**config.mk**
```make
export PLATFORM = sky130hd
export DESIGN_NAME = mbx_irq
export DESIGN_NICKNAME = d
export VERILOG_FILES = /design/src/rtl/mbx_pkg.sv /design/src/rtl/mbx_decode.sv /design/src/rtl/mbx_flag.sv /design/src/rtl/mbx_irq.sv
export SDC_FILE = /design/constraint.sdc
export NUM_CORES = 1
export LEC_CHECK = 0
export BUFFER_PORTS_ARGS = -buffer_cell sky130_fd_sc_hd__buf_2
export CORE_AREA = 10 10 47 49
export DETAILED_ROUTE_END_ITERATION = 8
export DIE_AREA = 0 0 57 59
export PLACE_DENSITY = 0.48
export SLEW_MARGIN = 30
export SYNTH_ARGS = -nofsm -noshare
export SYNTH_HDL_FRONTEND = slang
export SYNTH_HIERARCHICAL = 1
export SYNTH_SLANG_ARGS = --single-unit
export TNS_END_PERCENT = 20
```
**constraint.sdc**
```tcl
create_clock -name clk -period 2.4 [get_ports clk]
set_input_delay 0.6 -clock clk [delete_from_list [all_inputs] [get_ports clk]]
set_output_delay 0.6 -clock clk [all_outputs]
set_load 0.01 [all_outputs]
```
**src/rtl/mbx_pkg.sv**
```systemverilog
package mbx_pkg;
  localparam int NSIDES = 2;
  localparam int SIDE_A = 0;
  localparam int SIDE_B = 1;

  function automatic int other_side(input int s);
    return (NSIDES - 1) - s;
  endfunction
endpackage

```
**src/rtl/mbx_decode.sv**
```systemverilog
module mbx_decode #(
  parameter int AW = 11,
  parameter logic [AW-1:0] OWN_BOX  = '1,
  parameter logic [AW-1:0] PEER_BOX = '0
) (
  input  logic          en,
  input  logic          we,
  input  logic          oe,
  input  logic [AW-1:0] addr,
  output logic          post,
  output logic          collect
);
  logic hit_own, hit_peer;

  always_comb begin
    hit_own  = (addr == OWN_BOX);
    hit_peer = (addr == PEER_BOX);
    // a write to the owner's box raises the other side's flag
    post     = en && we && hit_own;
    // only a true read of the peer box releases this side's flag
    collect  = en && oe && !we && hit_peer;
  end
endmodule

```
**src/rtl/mbx_flag.sv**
```systemverilog
module mbx_flag (
  input  logic clk,
  input  logic rst,
  input  logic set,
  input  logic clr,
  output logic irq_n
);
  logic pend;

  always_ff @(posedge clk) begin
    if (rst)       pend <= 1'b0;
    else if (set)  pend <= 1'b1;
    else if (clr)  pend <= 1'b0;
  end

  assign irq_n = ~pend;
endmodule

```
**src/rtl/mbx_irq.sv**
```systemverilog
module mbx_irq #(
  parameter int AW = 11,
  localparam logic [AW-1:0] BOX_A = {AW{1'b1}},
  localparam logic [AW-1:0] BOX_B = {AW{1'b1}} - 1'b1
) (
  input  logic          clk,
  input  logic          rst,
  input  logic          a_en,
  input  logic          a_we,
  input  logic          a_oe,
  input  logic [AW-1:0] a_addr,
  input  logic          b_en,
  input  logic          b_we,
  input  logic          b_oe,
  input  logic [AW-1:0] b_addr,
  output logic          a_irq_n,
  output logic          b_irq_n
);
  import mbx_pkg::*;

  logic          en_v   [NSIDES];
  logic          we_v   [NSIDES];
  logic          oe_v   [NSIDES];
  logic [AW-1:0] addr_v [NSIDES];
  logic          post_v [NSIDES];
  logic          coll_v [NSIDES];
  logic          irq_v  [NSIDES];

  always_comb begin
    en_v[SIDE_A] = a_en;   en_v[SIDE_B] = b_en;
    we_v[SIDE_A] = a_we;   we_v[SIDE_B] = b_we;
    oe_v[SIDE_A] = a_oe;   oe_v[SIDE_B] = b_oe;
    addr_v[SIDE_A] = a_addr;
    addr_v[SIDE_B] = b_addr;
  end

  for (genvar s = 0; s < NSIDES; s++) begin : g_side
    localparam int PEER = other_side(s);
    localparam logic [AW-1:0] OWN_BOX  = (s == SIDE_A) ? BOX_A : BOX_B;
    localparam logic [AW-1:0] PEER_BOX = (s == SIDE_A) ? BOX_B : BOX_A;

    mbx_decode #(.AW(AW), .OWN_BOX(OWN_BOX), .PEER_BOX(PEER_BOX)) u_dec (
      .en     (en_v[s]),
      .we     (we_v[s]),
      .oe     (oe_v[s]),
      .addr   (addr_v[s]),
      .post   (post_v[s]),
      .collect(coll_v[s])
    );

    mbx_flag u_flag (
      .clk  (clk),
      .rst  (rst),
      .set  (post_v[PEER]),
      .clr  (coll_v[s]),
      .irq_n(irq_v[s])
    );
  end

  assign a_irq_n = irq_v[SIDE_A];
  assign b_irq_n = irq_v[SIDE_B];
endmodule

```
==> results of run 1 <==
logic make-up after synthesis:
logic type	count (synthesis)
and+or+nand+nor	16
buffers and inverters	4
DFF	2
AOI/OAI and AO/OA	2
cell usage in the layout, fill, tap and decap left out, drive strengths merged:
cell type and instances:
a21oi 2, nand3b 1, nand2b 3, dfxtp 2, nor4 4, nand4 4
nand3 2, clkbuf 3, buf 31, or3b 1, nand2 1, inv 4
worst min-delay path, stage by stage (launching register included):
cell	delay, ns
dfxtp_1	0.30
nand2b_1	0.08
a21oi_2	0.05
power breakdown:
| part | total (W) | leakage [nW] | switching [W] | internal (W) |
|---|---|---|---|---|
| Sequential | 0.0000335 | 0.0161 | 0.00000000322 | 0.0000335 |
| Clock | 0.0000761 | 0.0138 | 0.0000207 | 0.0000553 |
| Combinational | 0.0000285 | 0.136 | 0.00000948 | 0.0000190 |
worst max-delay path by stage:
stage	to	startpoint	slack [ns]
3_5_place_dp	g_side[0].u_flag/pend	a_we	0.88
6_report	a_irq_n	g_side[0].u_flag/pend	1.08
4_1_cts	a_irq_n	g_side[0].u_flag/pend	1.07
3_3_place_gp	g_side[0].u_flag/pend	a_we	0.90
2_1_floorplan	g_side[0].u_flag/pend	a_we	1.02
5_1_grt	a_irq_n	g_side[0].u_flag/pend	1.05
routing by layer:
metal | routed length (µm) | up-vias | global-route usage, % | share of wire [%]
li1 | - | 160 | - | -
met1 | 330 | 132 | 4.76 | 39
met2 | 421 | 17 | 8.06 | 50
met3 | 84 | 0 | 2.79 | 10
met4 | 0 | 0 | 5.03 | 0
met5 | 0 | - | 0 | 0
through the flow:
stage               util (%)  area (µm²)
detailed placement      25.2         353
floorplan                  -         178
CTS                     26.8         375
global route            26.8         375
finish                  26.8         375
global placement        25.2         353
layout make-up:
type                       instances  area [µm²]
inverter                           4        15.0
fill                             172        1030
sequential                         2        40.0
tap                               16        20.0
clock buffer                       3        22.5
timing repair buffer              31         155
multi-input combinational         18         123
==> run_results.csv, run 1 <==
group,metric,value,unit
floorplanning,die-area,0.00336,mm²
global_routing,overflow,0,
synthesis,yosys-top-cells-count,"4 x inv_1, 4 x nand4_1, 3 x nand2b_1, 3 x nor4_1",
clock_network,cts.sinks,2,
timing,grt_setup_unrepaired,"no",
critical_path,worst-setup-path-type,"reg -> out",
final_layout,finalNonFillerCells,74,
synthesis,synth_top_area_share,22.5,%
clock_network,cts_made_buffers,3,
timing,maxSlewHeadroom,83.8,%
clock_network,clockBufferDepth,2,
synthesis,synth.area.top_cells,"dfxtp_1 23%, nand4_1 14%, nand2b_1 11%, nor4_1 11%, a21oi_2 9.9%",
critical_path,worstPathCellList,"inv_1 -> buf_2",
critical_path,rrSetupSlack,1.82,ns
synthesis,synthAdderAreaFrac,0,%
timing,fmax,756,MHz
final_layout,largest_reg_flops,2,
clock_network,hold_buffers,0,
placement,io_buffers,31,
routing,drc,0,
power_and_ir_drop,power.total,0.000138,W
synthesis,yosysUniqueCellTypes,11,
critical_path,cp.depth,2,
critical_path,rr_startpoint,"g_side[0].u_flag/pend",
power_and_ir_drop,p_leak,0.166,nW
critical_path,slowest_delay,0.33,ns
clock_network,cts.clk_slew.worst_paths,0.03,ns
synthesis,synthMuxAreaShare,0,%
final_layout,largest_registers,"g_side.u_flag/pend: 2 flops",
synthesis,yosysSeqAreaShare,22.5,%
critical_path,start_kind,"flop",
routing,routed_wl,836,µm
floorplanning,core,0.00140,mm²
global_routing,grt_pass1_wl,1.38,mm
final_layout,syn2layout_area_growth,111,%
synthesis,ys_ff_latch,2,
critical_path,cpMaxStageDelayCell,"dfxtp_1",
timing,maxSlewViolCount,0,
critical_path,path_delay_family,"flip-flops",
timing,final-setup-viol-count,0,
worst_hold_path,whs_path_depth,2,
critical_path,end_kind,"primary output",
final_layout,num_antenna_cells,0,
final_layout,drive_gt1_share,63.8,%
critical_path,worstPathArrival,0.72,ns
timing,hold_viol,0,
synthesis,synth_compound_area_share,9.86,%
floorplanning,io_pins,32,
floorplanning,die_h,59,µm
clock_network,ctsHtreeMaxLevel,1,
clock_network,post_cts_resized,0,
timing,layout_worst_path_cycle_share,55.1,%
clock_network,cts_tree,"yes",
global_routing,grt_use_total,5.19,%
synthesis,synthArstFlopShare,0,%
final_layout,nNetsFinal,90,
clock_network,cts_setup_buffers,0,
worst_hold_path,hold_path.startpoint,"g_side[1].u_flag/pend",
power_and_ir_drop,ir_worst_vdd,0.0690,mV
routing,avgViaCountPerCell,4.18,
timing,min_period,1.32,ns
synthesis,yosys_warnings,6,
global_routing,grt_pass1_vias,348,
global_routing,grt_max_degree,3,
placement,placedCellCount,71,
synthesis,synth_area,178,µm²
final_layout,largest-register,"g_side.u_flag/pend",
synthesis,syn_nets,54,
worst_hold_path,hold_end,"g_side[1].u_flag/pend",
routing,vias,309,
run_status,status,"finished, final reports clean",
synthesis,avgSynthCellArea,7.40,µm²
synthesis,synthSimpleGateAreaFrac,59.2,%
timing,setup_ws,1.08,ns
floorplanning,start_util,12.7,%
routing,avgRoutedWirePerCell,11.3,µm
routing,drt_iter0_drc,3,
synthesis,synthXorXnorAreaFrac,0,%
synthesis,synth_edf_count,0,
critical_path,rr_worst_depth,2,
synthesis,synth_largest_area_cell,"dfxtp_1",
floorplanning,die_width,57,µm
synthesis,synthCells,24,
critical_path,cp_max_fo,2,
clock_network,clkLatencyLatePin,0.23,ns
worst_hold_path,hp-class,"reg -> reg",
timing,holdWs,0.480,ns
critical_path,timing.rr.end,"g_side[0].u_flag/pend",
clock_network,cts-root-buf,"clkbuf_4",
power_and_ir_drop,power_density,368,mW/mm²
timing,tns,0,ns
timing,skew,0,ns
placement,place.gp.congestion,0.638,
routing,detail-route-antenna-nets,0,
timing,tightest_slew,0.241,ns
job,maxCapViolations,0,
floorplanning,num_rows,14,
placement,pre_cts_ws,0.879,ns
routing,dr.pass1.iters,2,
synthesis,synth_top_family_by_area,"simple AND/OR/NAND/NOR gates",
critical_path,crit_buf_inv,2,
critical_path,required,1.80,ns
global_routing,antenna_found_initial,0,
synthesis,synth_ff_type,"dfxtp_1",
(Power assumes the default switching activity.)
==> run 2: changes to the inputs <==
Settings changed: ABC_AREA set to 1, PLACE_DENSITY 0.48 to 0.56.
Clock period 2.4 ns to 1.2 ns, I/O delays scaled along.
==> run 2 against run 1 <==
Worst hold slack got worse by 0.22 ns. Sequential share of layout area shrank 1.7 points. Die area unchanged. Clock skew is the same. Setup slack worse by 0.90 ns. Wire length increased by 6.8%. Critical path depth stayed put. Register-to-register slack got worse by 1.2 ns. Count of clock-buffer cells in the layout is the same. Clock power increased by 96%. Flip-flop and latch count is the same. First-iteration DRC count rose by 130%. Critical path type unchanged.
==> run_results.csv, run 2 <==
group,metric,value,unit
timing,skew,0,ns
synthesis,synth_largest_area_cell,"nand2_1",
routing,avgRoutedWirePerCell,8.59,µm
critical_path,cp_max_fo,2,
clock_network,cts.clk_slew.worst_paths,0.03,ns
clock_network,cts.sinks,2,
synthesis,synth.most_common_cell,"nand2_1",
placement,place.gp.congestion,0.636,
global_routing,use_met2,6.67,%
worst_hold_path,whs_path_depth,2,
timing,grt_setup_unrepaired,"no",
critical_path,rrSetupSlack,0.64,ns
timing,final-setup-viol-count,0,
final_layout,finalNonFillerCells,104,
timing,holdWs,0.257,ns
clock_network,ctsHtreeMaxLevel,1,
timing,maxSlewViolCount,0,
synthesis,syn_nets,84,
clock_network,cts_tree,"yes",
clock_network,cts-root-buf,"clkbuf_4",
final_layout,final_util,31.8,%
global_routing,overflow,0,
synthesis,synth_top_area_share,33.3,%
timing,maxSlewHeadroom,93.3,%
global_routing,grt_pass1_vias,382,
floorplanning,die_width,57,µm
synthesis,synth_ff_type,"dfxtp_1",
worst_hold_path,hold_path.startpoint,"rst",
synthesis,synthCells,54,
critical_path,worst-setup-path-type,"reg -> out",
floorplanning,die-area,0.00336,mm²
critical_path,required,0.90,ns
routing,drt_iter0_drc,7,
synthesis,synth.area.top_cells,"nand2_1 33%, nor2_1 20%, inv_1 18%, dfxtp_1 16%, a21oi_2 7.1%",
global_routing,grt_max_degree,3,
floorplanning,io_pins,32,
placement,placedCellCount,101,
routing,vias,375,
floorplanning,die_h,59,µm
clock_network,cts_made_buffers,3,
final_layout,final_cell_mix,"31 x buf_2, 22 x nand2_1, 13 x nor2_1",
global_routing,gr-usage-met3,3.43,%
clock_network,cts_setup_buffers,0,
synthesis,synth_edf_count,0,
synthesis,yosysSeqAreaShare,16.2,%
routing,dr.pass1.iters,2,
critical_path,rr_startpoint,"g_side[1].u_flag/pend",
critical_path,worstPathArrival,0.72,ns
final_layout,largest_reg_flops,2,
global_routing,grt_pass1_wl,1.48,mm
job,maxCapViolations,0,
power_and_ir_drop,power_density,645,mW/mm²
synthesis,yosys-top-cells-count,"22 x nand2_1, 13 x nor2_1, 12 x inv_1",
final_layout,num_antenna_cells,0,
synthesis,ys_ff_latch,2,
clock_network,clkLatencyLatePin,0.22,ns
synthesis,synth_area,248,µm²
synthesis,synthArstFlopShare,0,%
timing,tightest_slew,0.100,ns
worst_hold_path,hold_end,"g_side[1].u_flag/pend",
final_layout,syn2layout_area_growth,79.8,%
clock_network,post_cts_resized,0,
run_status,status,"finished, final reports clean",
routing,avgViaCountPerCell,3.61,
clock_network,hold_buffers,0,
routing,drc,0,
floorplanning,num_rows,14,
final_layout,largest-register,"g_side.u_flag/pend",
routing,detail-route-antenna-nets,0,
global_routing,grt_most_used_layer,"met1",
final_layout,layout_commonest_cell,"buf_2",
clock_network,clockBufferDepth,2,
synthesis,yosysUniqueCellTypes,7,
critical_path,start_kind,"flop",
synthesis,avgSynthCellArea,4.59,µm²
timing,min_period,1.02,ns
routing,routed_wl,893,µm
global_routing,antenna_found_initial,0,
critical_path,timing.rr.end,"g_side[1].u_flag/pend",
worst_hold_path,hp-class,"in -> reg",
floorplanning,core,0.00140,mm²
power_and_ir_drop,ir_worst_vdd,0.198,mV
timing,tns,0,ns
critical_path,end_kind,"primary output",
timing,layout_worst_path_cycle_share,85.1,%
timing,fmax,979,MHz
timing,hold_viol,0,
final_layout,drive_gt1_share,44.3,%
power_and_ir_drop,power.total,0.000287,W
global_routing,grt_use_total,5.53,%
final_layout,largest_registers,"g_side.u_flag/pend: 2 flops",
critical_path,rr_worst_depth,2,
global_routing,met1_usage,6.77,%
synthesis,yosys_warnings,6,
power_and_ir_drop,p_leak,0.246,nW
floorplanning,start_util,17.7,%
final_layout,nNetsFinal,120,
placement,io_buffers,31,
-- run 2: cell types whose count changed after synthesis, sizes merged --
cell	before	now
nand2	1	22
nor2	0	14
inv	4	14
nand4	4	0
nor4	4	0
nand2b	3	0
nand3	2	0
nand3b	1	0
or3b	1	0
-- run 2: cells by family (layout without fill, tap and decap cells) --
logic type | count (synthesis) | after routing | share of synthesized area [%]
AO/OA/AOI/OAI | 2 | 2 | 7.07
buffers and inverters | 14 | 48 | 21.2
AND/OR/NAND/NOR | 36 | 36 | 55.6
flip-flops | 2 | 2 | 16.2
-- run 2: where the power goes --
| part | switching [W] | internal, W |
|---|---|---|
| Clock | 0.0000384 | 0.000110 |
| Combinational | 0.0000286 | 0.0000428 |
| Sequential | 0.00000000706 | 0.0000670 |
| Total | 0.0000670 | 0.000220 |
-- run 2: layer usage --
metal  vias to the layer above  share of wire (%)
met2                        23                 37
li1                        219                  -
met1                       131                 51
met5                         -                  0
met3                         2                8.6
met4                         0                2.9
-- run 2: worst max path at each step --
stage	from	slack [ns]	end
after floorplan	b_we	0.37	g_side[1].u_flag/pend
after CTS	g_side[0].u_flag/pend	0.17	a_irq_n
final	g_side[1].u_flag/pend	0.18	b_irq_n
after global routing	g_side[1].u_flag/pend	0.15	b_irq_n
after detailed placement	a_addr[0]	0.22	g_side[0].u_flag/pend
after global placement	a_we	0.23	g_side[0].u_flag/pend
-- run 2: metrics by stage --
step           setup slack [ns]  area (µm²)
2_1_floorplan             0.373         248
3_3_place_gp              0.230         423
3_5_place_dp              0.225         423
4_1_cts                   0.175         445
5_1_grt                   0.149         445
6_report                  0.178         445
-- run 2: critical path, cell delays in order, from the launching register on --
cell     delay (ns)
dfxtp_1        0.32
inv_1          0.04
buf_2          0.13
-- run 2: area by class of cell --
class / count / area, µm²
tap: 16 / 20.0
clock buffer: 3 / 22.5
sequential: 2 / 40.0
multi-input combinational: 38 / 155
fill: 176 / 956
inverter: 14 / 52.6
timing repair buffer: 31 / 155
